$ cat src/rtl/init_seq_pkg.sv
package init_seq_pkg;
  localparam int BYTE_W    = 8;
  localparam int CNT_W     = 6;
  localparam int CMD_BIT   = 6;
  localparam int WAIT_BIT  = 7;

  typedef enum logic [1:0] {
    ROLE_HDR,
    ROLE_CMD,
    ROLE_DATA,
    ROLE_WAIT
  } role_e;

  typedef enum logic [2:0] {
    ST_IDLE,
    ST_READ,
    ST_TAKE,
    ST_SEND,
    ST_WAIT,
    ST_DONE
  } state_e;

  typedef struct packed {
    logic             has_wait;
    logic             has_cmd;
    logic [CNT_W-1:0] count;
  } hdr_t;

  function automatic hdr_t hdr_unpack(input logic [BYTE_W-1:0] b);
    hdr_t h;
    h.has_wait = b[WAIT_BIT];
    h.has_cmd  = b[CMD_BIT];
    h.count    = b[CNT_W-1:0];
    return h;
  endfunction

  // Role of the next table byte given what is still owed by the record.
  function automatic role_e role_next(input logic cmd_owed,
                                      input logic [CNT_W-1:0] data_owed,
                                      input logic wait_owed);
    if (cmd_owed)             return ROLE_CMD;
    else if (data_owed != '0) return ROLE_DATA;
    else if (wait_owed)       return ROLE_WAIT;
    else                      return ROLE_HDR;
  endfunction
endpackage

$ cat src/rtl/init_seq_fetch.sv
module init_seq_fetch #(
  parameter int AW = 8
) (
  input  logic          clk,
  input  logic          rst_n,
  input  logic          clear_i,
  input  logic          step_i,
  input  logic [AW-1:0] len_i,
  output logic [AW-1:0] addr_o,
  output logic          at_end_o
);
  logic [AW-1:0] ptr_q;

  always_ff @(posedge clk or negedge rst_n) begin
    if (!rst_n)       ptr_q <= '0;
    else if (clear_i) ptr_q <= '0;
    else if (step_i)  ptr_q <= ptr_q + 1'b1;
  end

  assign addr_o   = ptr_q;
  assign at_end_o = (ptr_q >= len_i);
endmodule

$ cat src/rtl/init_seq_timer.sv
module init_seq_timer #(
  parameter int DW = 8
) (
  input  logic          clk,
  input  logic          rst_n,
  input  logic          load_i,
  input  logic [DW-1:0] value_i,
  input  logic          tick_i,
  output logic          expire_o
);
  logic [DW-1:0] left_q;

  always_ff @(posedge clk or negedge rst_n) begin
    if (!rst_n)                        left_q <= '0;
    else if (load_i)                   left_q <= value_i;
    else if (tick_i && left_q != '0)   left_q <= left_q - 1'b1;
  end

  // Fires on the tick that takes the count from one to zero.
  assign expire_o = tick_i && (left_q == DW'(1));
endmodule

$ cat src/rtl/init_seq_interp.sv
module init_seq_interp
  import init_seq_pkg::*;
#(
  parameter int AW = 8
) (
  input  logic              clk,
  input  logic              rst_n,
  input  logic              start_i,
  input  logic [AW-1:0]     tbl_len_i,
  output logic              rom_en_o,
  output logic [AW-1:0]     rom_addr_o,
  input  logic [BYTE_W-1:0] rom_data_i,
  output logic              wr_valid_o,
  input  logic              wr_ready_i,
  output logic              wr_dc_o,
  output logic [BYTE_W-1:0] wr_byte_o,
  output logic              sel_o,
  input  logic              tick_i,
  output logic              done_o
);
  state_e            state_q;
  role_e             role_q;
  logic              cmd_owed_q, wait_owed_q;
  logic [CNT_W-1:0]  data_owed_q;
  logic [BYTE_W-1:0] byte_q;
  logic              dc_q;

  logic at_end, launch, step, t_load, t_expire;
  hdr_t hdr;

  assign launch = start_i && (state_q == ST_IDLE || state_q == ST_DONE);
  assign step   = (state_q == ST_READ) && !at_end;
  assign hdr    = hdr_unpack(rom_data_i);
  assign t_load = (state_q == ST_TAKE) && (role_q == ROLE_WAIT) &&
                  (rom_data_i != '0);

  init_seq_fetch #(.AW(AW)) u_fetch (
    .clk      (clk),
    .rst_n    (rst_n),
    .clear_i  (launch),
    .step_i   (step),
    .len_i    (tbl_len_i),
    .addr_o   (rom_addr_o),
    .at_end_o (at_end)
  );

  init_seq_timer #(.DW(BYTE_W)) u_timer (
    .clk      (clk),
    .rst_n    (rst_n),
    .load_i   (t_load),
    .value_i  (rom_data_i),
    .tick_i   (tick_i),
    .expire_o (t_expire)
  );

  always_ff @(posedge clk or negedge rst_n) begin
    if (!rst_n) begin
      state_q     <= ST_IDLE;
      role_q      <= ROLE_HDR;
      cmd_owed_q  <= 1'b0;
      wait_owed_q <= 1'b0;
      data_owed_q <= '0;
      byte_q      <= '0;
      dc_q        <= 1'b0;
    end else begin
      case (state_q)
        ST_IDLE, ST_DONE: begin
          if (launch) begin
            state_q     <= ST_READ;
            role_q      <= ROLE_HDR;
            cmd_owed_q  <= 1'b0;
            wait_owed_q <= 1'b0;
            data_owed_q <= '0;
          end
        end
        ST_READ: begin
          state_q <= at_end ? ST_DONE : ST_TAKE;
        end
        ST_TAKE: begin
          case (role_q)
            ROLE_HDR: begin
              cmd_owed_q  <= hdr.has_cmd;
              data_owed_q <= hdr.count;
              wait_owed_q <= hdr.has_wait;
              role_q      <= role_next(hdr.has_cmd, hdr.count, hdr.has_wait);
              state_q     <= ST_READ;
            end
            ROLE_CMD: begin
              byte_q     <= rom_data_i;
              dc_q       <= 1'b0;
              cmd_owed_q <= 1'b0;
              role_q     <= role_next(1'b0, data_owed_q, wait_owed_q);
              state_q    <= ST_SEND;
            end
            ROLE_DATA: begin
              byte_q      <= rom_data_i;
              dc_q        <= 1'b1;
              data_owed_q <= data_owed_q - 1'b1;
              role_q      <= role_next(1'b0, data_owed_q - 1'b1, wait_owed_q);
              state_q     <= ST_SEND;
            end
            default: begin
              wait_owed_q <= 1'b0;
              role_q      <= ROLE_HDR;
              state_q     <= (rom_data_i == '0) ? ST_READ : ST_WAIT;
            end
          endcase
        end
        ST_SEND: begin
          if (wr_ready_i) state_q <= ST_READ;
        end
        ST_WAIT: begin
          if (t_expire) state_q <= ST_READ;
        end
        default: state_q <= ST_IDLE;
      endcase
    end
  end

  assign rom_en_o   = step;
  assign wr_valid_o = (state_q == ST_SEND);
  assign wr_byte_o  = byte_q;
  assign wr_dc_o    = dc_q;
  assign sel_o      = (state_q != ST_IDLE) && (state_q != ST_DONE);
  assign done_o     = (state_q == ST_DONE);
endmodule

$ cat config.mk
export PLATFORM = sky130hd
export DESIGN_NAME = init_seq_interp
export DESIGN_NICKNAME = d
export VERILOG_FILES = /design/src/rtl/init_seq_pkg.sv /design/src/rtl/init_seq_fetch.sv /design/src/rtl/init_seq_timer.sv /design/src/rtl/init_seq_interp.sv
export SDC_FILE = /design/constraint.sdc
export NUM_CORES = 1
export LEC_CHECK = 0
export BUFFER_PORTS_ARGS = -buffer_cell sky130_fd_sc_hd__buf_4
export CAP_MARGIN = 30
export CORE_MARGIN = 3
export CORE_UTILIZATION = 30
export CTS_CLUSTER_SIZE = 28
export DETAILED_ROUTE_END_ITERATION = 8
export GPL_ROUTABILITY_DRIVEN = 0
export SKIP_LAST_GASP = 1
export SYNTH_ARGS = -nofsm -noshare
export SYNTH_HDL_FRONTEND = slang
export SYNTH_SLANG_ARGS = --single-unit
export TNS_END_PERCENT = 50
$ cat constraint.sdc
create_clock -name clk -period 3.8 [get_ports clk]
set_clock_uncertainty 0.2 [all_clocks]
set_input_delay 0.76 -clock clk [delete_from_list [all_inputs] [get_ports clk]]
set_output_delay 0.76 -clock clk [all_outputs]
set_load 0.01 [all_outputs]
# == After elaboration in Yosys (flattened, before gate mapping) ==
# Cells that the tools add are included.
# classes
n_lt_le_gt_ge,1
reduce_logical,30
n_eq_ne,15
addsub,3
mux,27
# op_table
op,count
$mux 8,4
$pmux 6 s2,2
$reduce_bool 6->1,3
$reduce_bool 8->1,2
$mux 3,5
$pmux 3 s5,1
$mux 2,7
$reduce_and 3->1,3
$add 8x1->8 const B,1
$eq 8x1->1 const B,1
$ge 8x8->1,1
$logic_not 8->1,1
$reduce_bool 2->1,4
$sub 8x1->8 const B,1
$logic_and 1x1->1,7
$eq 3x2->1 const B,2
$eq 3x3->1 const B,2
$mux 6,1
$ne 2x2->1 const B,3
$pmux 1 s2,3
$pmux 2 s3,1
$pmux 3 s2,1
$reduce_and 2->1,3
$sub 6x1->6 const B,1
14 further kinds,16
# totals
output_inout_bits,21
reg_bits,37

# == Longest topological paths before layout ==
# Gate-level depths: netlist of the first run.
# logic_depth
depth_word,5
ltp_mapped,9
mapped_depth_nobuf,8

# == Modules after synthesis ==
# Synthesis of the first run repeated with hierarchy kept, for this count alone.
# unflattened
hier_cells,258
hier_area_um2,2482.4
# modules_own_cells
module,area_each_um2,cells_per_inst,n_inst
init_seq_interp,1308.8,132,1
init_seq_timer,590.6,66,1
init_seq_fetch,583.1,60,1

# == Least setup slack after synthesis of the first run ==
# No wires, ideal clock.
# synth_path
kind,input-to-output
from,input tbl_len_i[0]
to,output rom_en_o
arrival_ps,2038
n_path_buf,1
setup_slack_ps,802
required_ps,2840
cell_stages,6
path_cell_list,ha_1 -> nand2b_4 -> a2111o_1 -> a31o_1 -> buf_6 -> inv_2
# synth_between
elab_chain_len,3
# synth_lines
element,line,text
"start, declared",init_seq_interp.sv:9,"input logic [AW-1:0] tbl_len_i,"
$ge 8x8->1,init_seq_fetch.sv:21,assign at_end_o = (ptr_q >= len_i);
$logic_not 1->1,init_seq_interp.sv:32,assign step = (state_q == ST_READ) && !at_end;
$logic_and 1x1->1,init_seq_interp.sv:32,
"end, declared",init_seq_interp.sv:10,"output logic rom_en_o,"
# No other way between the ends.

# == Worst setup path after layout of the first run ==
# Same ends and word-level chain as after synthesis.

==> results.py, run 1 <==
metrics = {
    "finish": {
        "syn_to_final_growth_pct": 21.5,
        "antenna_cells": 0,
        "fillers": 796,
        "fin_cells": 404,
        "ff_latch_area_um2": 926,
        "drive_gt1_share_pct": 19.2,
        "final_nets": 342,
        "multiInputGateArea_um2": 1380,
    },
    "yosys": {
        "yosysMostFrequentCell": "dfrtp_1",
        "synth_fa_ha_area_share_pct": 10.3,
        "synthMuxAreaShare_pct": 5.04,
        "synth_top_family_by_area": "simple AND/OR/NAND/NOR gates",
        "synthFlopType": "dfrtp_1",
        "synth-seq-area-share_pct": 38.1,
        "synthXorXnorAreaFrac_pct": 5.04,
        "synthTopCellsByArea": "dfrtp_1 (38%), ha_1 (10%), xnor2_1 (4.3%), mux2_1 (3.7%), nand2_1 (3.7%)",
        "synth_edf_count": 0,
        "yosysTopAreaCellShare_pct": 38.1,
        "netlist-cell-type-count": 50,
        "synth-simple-area-share_pct": 21.4,
        "synth-seq-cells": 37,
        "synth_area_leader_cell": "dfrtp_1",
        "synth.net_count": 302,
        "yosys_warnings": 0,
        "synth_common_cells": "dfrtp_1 (37), nand2_1 (24), ha_1 (20), inv_1 (20), nor2_1 (16)",
        "async_reset_ff_share_pct": 100,
        "synth_compound_area_share_pct": 14.9,
        "syn_area_um2": 2430,
        "syn_area_per_cell_um2": 9.31,
        "syn_inst": 261,
    },
    "detailed_routing": {
        "postRouteAntennaNets": 0,
        "routed_via_density": 5.00,
        "wl_per_cell_um": 13.8,
        "drt_first_iter_violations": 101,
        "drt-total-wl_um": 5560,
        "dr.pass1.iters": 4,
        "drc": 0,
        "dr_total_vias": 2018,
    },
    "floorplanning": {
        "dieArea_um2": 9220,
        "fp.dieW_um": 96.0,
        "rows": 32,
        "pin_count": 42,
        "core_um2": 7810,
        "die_h_um": 96.0,
        "start_util_pct": 31.1,
    },
    "global_route": {
        "antenna_found_initial": 0,
        "overflow": 0,
        "grt_max_degree": 38,
        "grt_pass1_vias": 1993,
        "gr-usage-all-layers_pct": 12.8,
        "grt_pass1_wl_um": 9330,
    },
    "critical_path": {
        "ff2ff_setup_slack_ns": 1.06,
        "cp_max_fo": 12,
        "path_buf_inv": 3,
        "worstPathCellList": "buf_4 > ha_1 > nand2b_4 > a2111o_1 > a31o_1 > inv_2 > buf_4",
        "path_common_cell": "buf_4",
        "crit_type": "input port to output pin",
        "required_ns": 2.84,
        "reg2regPathDepth": 7,
        "end_kind": "output pin",
        "slowest_stage": "a2111o_1",
        "slowest_delay_ns": 0.44,
        "critPathTopFamily": "compound AO/OA/AOI/OAI gates",
        "rr_endpoint": "u_fetch.addr_o[5]",
        "crit_arrival_ns": 2.34,
        "cp-start-kind": "input port",
        "r2r-start": "u_fetch.addr_o[0]",
    },
    "power": {
        "p_per_area_nw_per_um2": 723,
        "switching_power_mw": 0.865,
        "pwr-share-seq_pct": 35.2,
        "pwr-share-clk_pct": 17.1,
        "p_leak_nw": 1.32,
        "peakVddDrop_mv": 0.290,
        "p_sw_share_pct": 40.5,
        "combPwrFrac_pct": 47.8,
        "power.internal_mw": 1.27,
    },
    "timing": {
        "timing_worst_slew_pin_value_ns": 0.587,
        "slew_violations": 0,
        "hold_viol_final": 0,
        "tns_ns": 0,
        "slew_headroom_pct": 60.3,
        "post-route-period-util_pct": 86.8,
        "finalCriticalPeriod_ns": 3.30,
        "grt_setup_unrepaired": "no",
        "setup_viol": 0,
        "fmax_mhz": 303,
    },
    "clock_network": {
        "tritoncts": "yes",
        "clk_pin_slew_ns": 0.08,
        "clock_path_buffers": 2,
        "root_buffer": "clkbuf_8",
        "insertion_delay_ns": 0.29,
        "numClockSinks": 37,
        "htree_levels": 2,
        "cts_inserted_buffers": 5,
        "cts_setup_buffers": 0,
        "ctsResizeCount": 0,
        "cts_hold_buf": 0,
    },
    "job": {
        "cap_violations": 0,
    },
    "placed_design": {
        "place_inst": 396,
        "place_hpwl_um": 4170,
        "io_buffers": 41,
    },
    "outcome": {
        "status": "completed",
    },
    "hold_path": {
        "hp-class": "input port to async pin",
    },
}
worst reg2reg max path, cell delays in order (launching register included):
cell	delay, ns
dfrtp_1	0.45
inv_1	0.07
ha_1	0.27
nand2b_4	0.13
a2111o_1	0.44
a31o_1	0.38
or4_1	0.55
a21oi_1	0.17
cell type report:
class,count,share of cell area [%]
tap,102,4.32
inverter,21,2.67
clock buffer,6,2.80
multi-input combinational,193,46.7
sequential,37,31.4
timing repair buffer,43,10.9
clock inverter,2,1.27
through the flow:
step	total power, mW	setup WS, ns	hold slack [ns]	util [%]	cell area (um^2)
2_1_floorplan	1.46	0.802	0.264	-	2430
3_3_place_gp	1.76	0.517	0.272	36.3	2830
3_5_place_dp	1.79	0.486	0.281	36.3	2830
4_1_cts	2.17	0.486	0.243	37.8	2950
5_1_grt	2.34	0.410	0.255	37.8	2950
6_report	2.13	0.502	0.230	37.8	2950
kinds of logic (layout without fill, tap and decap cells):
family	count (synthesis)	in the layout
buf+inv	31	72
xor+xnor	14	14
flops	37	37
fa+ha+maj	20	20
simple gates	93	93
mux	11	11
compound gates	55	55
registers in the layout, indices dropped and copies added (netlist names):
| signal | cells |
|---|---|
| wr_byte_o | 8 |
| state_q | 3 |
| wr_dc_o | 1 |
| data_owed_q | 6 |
| u_fetch.addr_o | 8 |
| u_timer.left_q | 8 |
| role_q | 2 |
| wait_owed_q | 1 |
worst max path at each step:
| stage | startpoint | endpoint | slack (ns) | depth (start not counted) |
|---|---|---|---|---|
| final | tbl_len_i[0] | rom_en_o | 0.50 | 7 |
| after detailed placement | tbl_len_i[0] | rom_en_o | 0.49 | 7 |
| after floorplan | tbl_len_i[0] | rom_en_o | 0.80 | 6 |
| after global routing | tbl_len_i[0] | rom_en_o | 0.41 | 7 |
| after global placement | tbl_len_i[0] | rom_en_o | 0.52 | 7 |
| after CTS | tbl_len_i[0] | rom_en_o | 0.49 | 7 |
metal layers:
metal | share of wire [%] | global-route usage, % | vias to the layer above
met2 | 45 | 20.5 | 44
met3 | 5.3 | 3.28 | 7
li1 | - | - | 1011
met4 | 1.5 | 3.79 | 0
met5 | 0 | 0 | -
met1 | 48 | 17.0 | 956
layout by cell type (no fill, tap or decap), types with 3 or more instances in the layout:
master	count
nand3_1	9
a21oi_1	12
o21ai_0	9
ha_1	20
nor4_1	4
mux2_1	8
or3_1	4
o31ai_1	4
dfrtp_1	37
clkbuf_8	6
nor3_1	5
nand2_1	24
inv_1	20
nor2_1	16
xnor2_1	12
o21ai_1	14
nor3b_1	5
nor2b_1	3
buf_4	43
and3_1	4
power groups by stage:
stage	registers (mW)	logic, mW	clock network, mW
2_1_floorplan	0.724	0.736	0
3_3_place_gp	0.752	1.01	0
3_5_place_dp	0.758	1.03	0
4_1_cts	0.753	1.04	0.376
5_1_grt	0.780	1.17	0.391
6_report	0.751	1.02	0.364
Note: power is estimated with default switching activity, not from simulation.
==> inputs of run 2 (changes only) <==
Settings changed: ABC_AREA from default to 1.
==> run 2 against run 1 <==
  * Global-route usage rose by 0.19 points
  * Cell count rose by 19%
  * Synthesized area rose by 3.2%
  * Die area rose by 3.0%
  * Utilization rose by 0.66 points
  * Cell area rose by 3.3%
  * Sequential share of layout area fell by 1.0 points
  * Combinational power rose by 13%
  * Synthesized cell count rose by 28%
==> results.py, run 2 <==
metrics = {
    "global_route": {
        "grt_pass1_vias": 2127,
        "overflow": 0,
        "grt_max_degree": 38,
        "gr-usage-all-layers_pct": 13.0,
        "antenna_found_initial": 0,
        "grt_pass1_wl_um": 10100,
    },
    "finish": {
        "final_util_pct": 38.5,
        "syn_to_final_growth_pct": 21.6,
        "final_cell_mix": "nand2_1 (110), buf_4 (41), inv_1 (37), dfrtp_1 (37), nor2_1 (30)",
        "final_area_um2": 3050,
        "final_common_cell": "nand2_1",
        "antenna_cells": 0,
        "final_nets": 420,
        "fillers": 826,
        "drive_gt1_share_pct": 18.7,
    },
    "yosys": {
        "synth.net_count": 375,
        "synth_edf_count": 0,
        "yosysTopAreaCellShare_pct": 36.9,
        "async_reset_ff_share_pct": 100,
        "synth_common_cells": "nand2_1 (110), dfrtp_1 (37), inv_1 (37)",
        "syn_inst": 334,
        "synthTopCellsByArea": "dfrtp_1 (37%), nand2_1 (16%), ha_1 (10%), inv_1 (5.5%), nor2_1 (4.5%)",
        "syn_area_um2": 2510,
        "yosysMostFrequentCell": "nand2_1",
        "synth_area_leader_cell": "dfrtp_1",
        "yosys_warnings": 0,
        "syn_area_per_cell_um2": 7.51,
        "netlist-cell-type-count": 33,
        "synth-seq-cells": 37,
        "synthFlopType": "dfrtp_1",
        "synth-seq-area-share_pct": 36.9,
    },
    "hold_path": {
        "hp-class": "input port to async pin",
    },
    "detailed_routing": {
        "dr_total_vias": 2180,
        "routed_via_density": 4.52,
        "drc": 0,
        "postRouteAntennaNets": 0,
        "dr.pass1.iters": 4,
        "wl_per_cell_um": 12.0,
        "drt-total-wl_um": 5780,
        "drt_first_iter_violations": 85,
    },
    "power": {
        "switching_power_mw": 0.996,
        "pwr-share-clk_pct": 18.2,
        "combPwrFrac_pct": 50.3,
        "p_per_area_nw_per_um2": 749,
        "p_sw_share_pct": 43.6,
        "pwr-share-seq_pct": 31.5,
        "power.internal_mw": 1.29,
        "peakVddDrop_mv": 0.230,
        "p_leak_nw": 1.60,
    },
    "timing": {
        "setup_viol": 0,
        "hold_viol_final": 0,
        "timing_worst_slew_pin_value_ns": 0.604,
        "grt_setup_unrepaired": "no",
        "fmax_mhz": 340,
        "slew_violations": 0,
        "finalCriticalPeriod_ns": 2.94,
        "slew_headroom_pct": 59.3,
        "post-route-period-util_pct": 77.3,
        "tns_ns": 0,
    },
    "critical_path": {
        "crit_arrival_ns": 1.98,
        "startpoint": "tbl_len_i[0]",
        "cp_max_fo": 4,
        "reg2regPathDepth": 5,
        "end_kind": "output pin",
        "required_ns": 2.84,
        "cp-start-kind": "input port",
        "crit_end": "rom_en_o",
        "r2r-start": "role_q[0]",
        "ff2ff_setup_slack_ns": 1.73,
        "rr_endpoint": "data_owed_q[2]",
        "crit_type": "input port to output pin",
    },
    "floorplanning": {
        "die_h_um": 97.4,
        "core_um2": 7930,
        "dieArea_um2": 9500,
        "start_util_pct": 31.6,
        "rows": 32,
        "fp.dieW_um": 97.4,
        "pin_count": 42,
    },
    "clock_network": {
        "htree_levels": 2,
        "numClockSinks": 37,
        "cts_inserted_buffers": 5,
        "tritoncts": "yes",
        "clk_pin_slew_ns": 0.08,
        "ctsResizeCount": 0,
        "insertion_delay_ns": 0.30,
        "cts_hold_buf": 0,
        "cts_setup_buffers": 0,
        "root_buffer": "clkbuf_8",
        "clock_path_buffers": 2,
    },
    "placed_design": {
        "place_hpwl_um": 4450,
        "io_buffers": 41,
        "dpl_cell_area_um2": 2920,
    },
    "outcome": {
        "status": "completed",
    },
    "job": {
        "cap_violations": 0,
    },
}
## run 2: cell types whose count changed after synthesis, moves of 13 or more
cell / change
inv_1: +17
nand2_1: +86
nor2_1: +14
o21ai_1: -13
## run 2: metal layers
metal  track usage [%]  vias up  routed length (um)
li1                  -     1150                   -
met1              18.0      986                2800
met2              20.3       39                2700
met3              2.66        5                 199
met4              4.15        0                  82
met5                 0        -                   0
## run 2: layout make-up
class	count	area, um^2	area share (%)
timing repair buffer	41	308	10.1
tap	102	128	4.18
sequential	37	926	30.4
clock inverter	3	65.1	2.13
inverter	43	164	5.37
multi-input combinational	251	1390	45.6
clock buffer	5	68.8	2.26
## run 2: metrics by stage
| step | total power, mW | cells | setup WS, ns | hold slack (ns) |
|---|---|---|---|---|
| 2_1_floorplan | 1.53 | 334 | 1.19 | 0.264 |
| 3_3_place_gp | 1.87 | 474 | 0.916 | 0.257 |
| 3_5_place_dp | 1.89 | 474 | 0.865 | 0.264 |
| 4_1_cts | 2.31 | 482 | 0.864 | 0.240 |
| 5_1_grt | 2.52 | 482 | 0.718 | 0.257 |
| 6_report | 2.29 | 482 | 0.861 | 0.222 |
## run 2: how the worst min path moves through the flow
| stage | start | end | slack, ns |
|---|---|---|---|
| floorplan | rst_n | data_owed_q[0] | 0.26 |
| global placement | wr_byte_o[5] | wr_byte_o[5] | 0.26 |
| detailed placement | wr_byte_o[1] | wr_byte_o[1] | 0.26 |
| CTS | rst_n | u_fetch.addr_o[7] | 0.24 |
| global route | rst_n | u_fetch.addr_o[7] | 0.26 |
| finish | rst_n | state_q[1] | 0.22 |
## run 2: kinds of logic after synthesis
| family | synth area share, % |
|---|---|
| AO/OA/AOI/OAI | 10.7 |
| XOR/XNOR | 3.84 |
| flip-flops | 36.9 |
| buffers and inverters | 7.63 |
| AND/OR/NAND/NOR | 30.9 |
| adder cells (fa/ha/maj) | 9.98 |
## run 2: critical path, cell delays in order
cell      delay (ns)
buf_4           0.11
ha_1            0.28
inv_1           0.05
a21boi_0        0.07
o21bai_1        0.13
nand2_1         0.07
nand2_1         0.08
nand3_1         0.13
inv_1           0.17
buf_4           0.15
## run 2: power groups by stage
stage          clock (mW)  sequential (mW)  combinational, mW
2_1_floorplan           0            0.725              0.803
3_3_place_gp            0            0.723               1.14
3_5_place_dp            0            0.725               1.16
4_1_cts             0.426            0.720               1.16
5_1_grt             0.446            0.746               1.33
6_report            0.415            0.720               1.15
==> inputs of run 3 (changes only) <==
Clock period 3.8 ns to 2.65 ns, I/O delays scaled along.
==> run 3 against run 2 <==
  * The run now ends with negative hold slack left
  * First-iteration DRC count fell by 14%
  * Combinational power increased by 47%
  * Routed wire length increased by 0.24%
  * Flip-flop and latch count unchanged
  * Total power rose by 37%
  * Cell count rose by 0.41%
  * Clock power decreased by 3%
  * Critical path depth is 2 lower
  * Clock-buffer cell count did not move
==> results.py, run 3 (synthesis gave the netlist of run 2 again) <==
metrics = {
    "clock_network": {
        "numClockSinks": 37,
        "clk_pin_slew_ns": 0.09,
        "insertion_delay_ns": 0.29,
        "htree_levels": 2,
        "cts_inserted_buffers": 5,
        "clock_path_buffers": 2,
        "tritoncts": "yes",
        "cts_hold_buf": 0,
        "root_buffer": "clkbuf_8",
    },
    "timing": {
        "tns_ns": 0,
        "slew_headroom_pct": 58.0,
        "setup_viol": 0,
        "timing_worst_slew_pin_value_ns": 0.624,
        "finalCriticalPeriod_ns": 2.50,
        "layout_setup_ws_ns": 0.151,
        "post-route-period-util_pct": 94.3,
        "fmax_mhz": 400,
        "slew_violations": 0,
        "grt_setup_unrepaired": "no",
        "hold_viol_final": 11,
        "holdWs_ns": -0.00775,
    },
    "power": {
        "p_leak_nw": 1.58,
        "p_sw_share_pct": 46.1,
        "combPwrFrac_pct": 53.9,
        "pwr-share-seq_pct": 33.2,
        "p_per_area_nw_per_um2": 1030,
        "power.internal_mw": 1.69,
        "peakVddDrop_mv": 0.388,
        "switching_power_mw": 1.44,
        "pwr-share-clk_pct": 12.9,
    },
    "global_route": {
        "grt_use_met3_pct": 2.51,
        "grt_pass1_vias": 2112,
        "use_met1_pct": 17.6,
        "gr-usage-all-layers_pct": 12.9,
        "antenna_found_initial": 0,
        "overflow": 0,
        "use_met2_pct": 21.0,
        "global_route.peak_usage_layer": "met2",
        "grt_max_degree": 38,
        "grt_pass1_wl_um": 10100,
    },
    "critical_path": {
        "crit_type": "flip-flop to output pin",
        "end_kind": "output pin",
        "cp-start-kind": "flip-flop",
        "required_ns": 1.92,
        "crit_arrival_ns": 1.77,
        "r2r-start": "role_q[0]",
        "cp_max_fo": 5,
        "startpoint": "u_fetch.addr_o[1]",
    },
    "detailed_routing": {
        "dr.pass1.iters": 4,
        "drt_first_iter_violations": 73,
        "dr_total_vias": 2181,
        "routed_via_density": 4.51,
        "wl_per_cell_um": 12.0,
        "postRouteAntennaNets": 0,
        "drt-total-wl_um": 5800,
        "drc": 0,
    },
    "floorplanning": {
        "start_util_pct": 31.6,
        "pin_count": 42,
        "core_um2": 7930,
        "fp.dieW_um": 97.4,
        "rows": 32,
        "dieArea_um2": 9500,
        "die_h_um": 97.4,
    },
    "finish": {
        "final_cell_mix": "nand2_1 (109), buf_4 (43), inv_1 (35), dfrtp_1 (35), nor2_1 (30)",
        "drive_gt1_share_pct": 20.7,
        "final_common_cell": "nand2_1",
        "syn_to_final_growth_pct": 20.7,
        "final_util_pct": 38.2,
        "antenna_cells": 0,
        "final_nets": 422,
    },
    "job": {
        "cap_violations": 0,
    },
    "hold_path": {
        "hp-class": "input port to async pin",
    },
    "outcome": {
        "status": "complete, but fails checks",
        "violations": "negative hold slack",
    },
    "placed_design": {
        "io_buffers": 41,
        "place_hpwl_um": 4430,
        "post-place-ws_ns": 0.166,
    },
}
-- run 3: cell types whose count changed in the layout (fill, tap and decap cells not counted), moves of 2 or more --
| cell | delta |
|---|---|
| inv_2 | +2 |
| bufinv_16 | -2 |
| buf_4 | +2 |
| dfrtp_2 | +2 |
| dfrtp_1 | -2 |
| inv_1 | -2 |
-- run 3: repair_timing --
item | CTS | global route
setup endpoints to repair | 0 | 1
resized for setup | 0 | 6
buffers inserted | 0 | 2
-- run 3: final cells by class --
cell class | count | area, um^2
fill | 830 | 4900
multi-input combinational | 251 | 1400
sequential | 37 | 928
timing repair buffer | 43 | 323
inverter | 43 | 164
tap | 102 | 128
clock buffer | 5 | 68.8
clock inverter | 3 | 17.5
-- run 3: worst paths after layout --
path | slack, ns | depth (start not counted) | endpoint
setup reg to reg | 0.59 | 5 | data_owed_q[2]
hold reg to reg | 0.28 | 2 | wr_byte_o[1]
setup / recovery | 0.15 | 8 | rom_en_o
min in group clk | 0.28 | 2 | wr_byte_o[1]
max in group asynchronous | 1.89 | 1 | u_fetch.addr_o[0]
hold / removal | -0.008 | 1 | state_q[2]
-- run 3: routing by layer --
layer,share of wire (%),up-vias,routed length [um]
met2,47,33,2720
met3,3.3,4,194
met4,0.76,0,44
li1,-,1153,-
met1,49,991,2840
met5,0,-,0
-- run 3: power groups by stage --
| stage | sequential (mW) | combinational [mW] | clock [mW] |
|---|---|---|---|
| global route | 1.08 | 1.94 | 0.442 |
| CTS | 1.03 | 1.67 | 0.412 |
| detailed placement | 1.04 | 1.67 | 0 |
| floorplan | 1.04 | 1.15 | 0 |
| finish | 1.04 | 1.69 | 0.403 |
| global placement | 1.04 | 1.64 | 0 |
-- run 3: stage by stage --
step	cells	instance area, um^2	total power, mW
2_1_floorplan	334	2510	2.19
3_3_place_gp	474	2920	2.68
3_5_place_dp	474	2920	2.70
4_1_cts	482	3000	3.11
5_1_grt	484	3030	3.46
6_report	484	3030	3.13
-- run 3: critical path: stages, from the launching register on --
cell and delay (ns):
dfrtp_2 0.45, ha_1 0.28, a21boi_0 0.12, o21bai_1 0.14, nand2_1 0.09, nand2_2 0.08
nand3_2 0.08, inv_2 0.11, buf_4 0.12
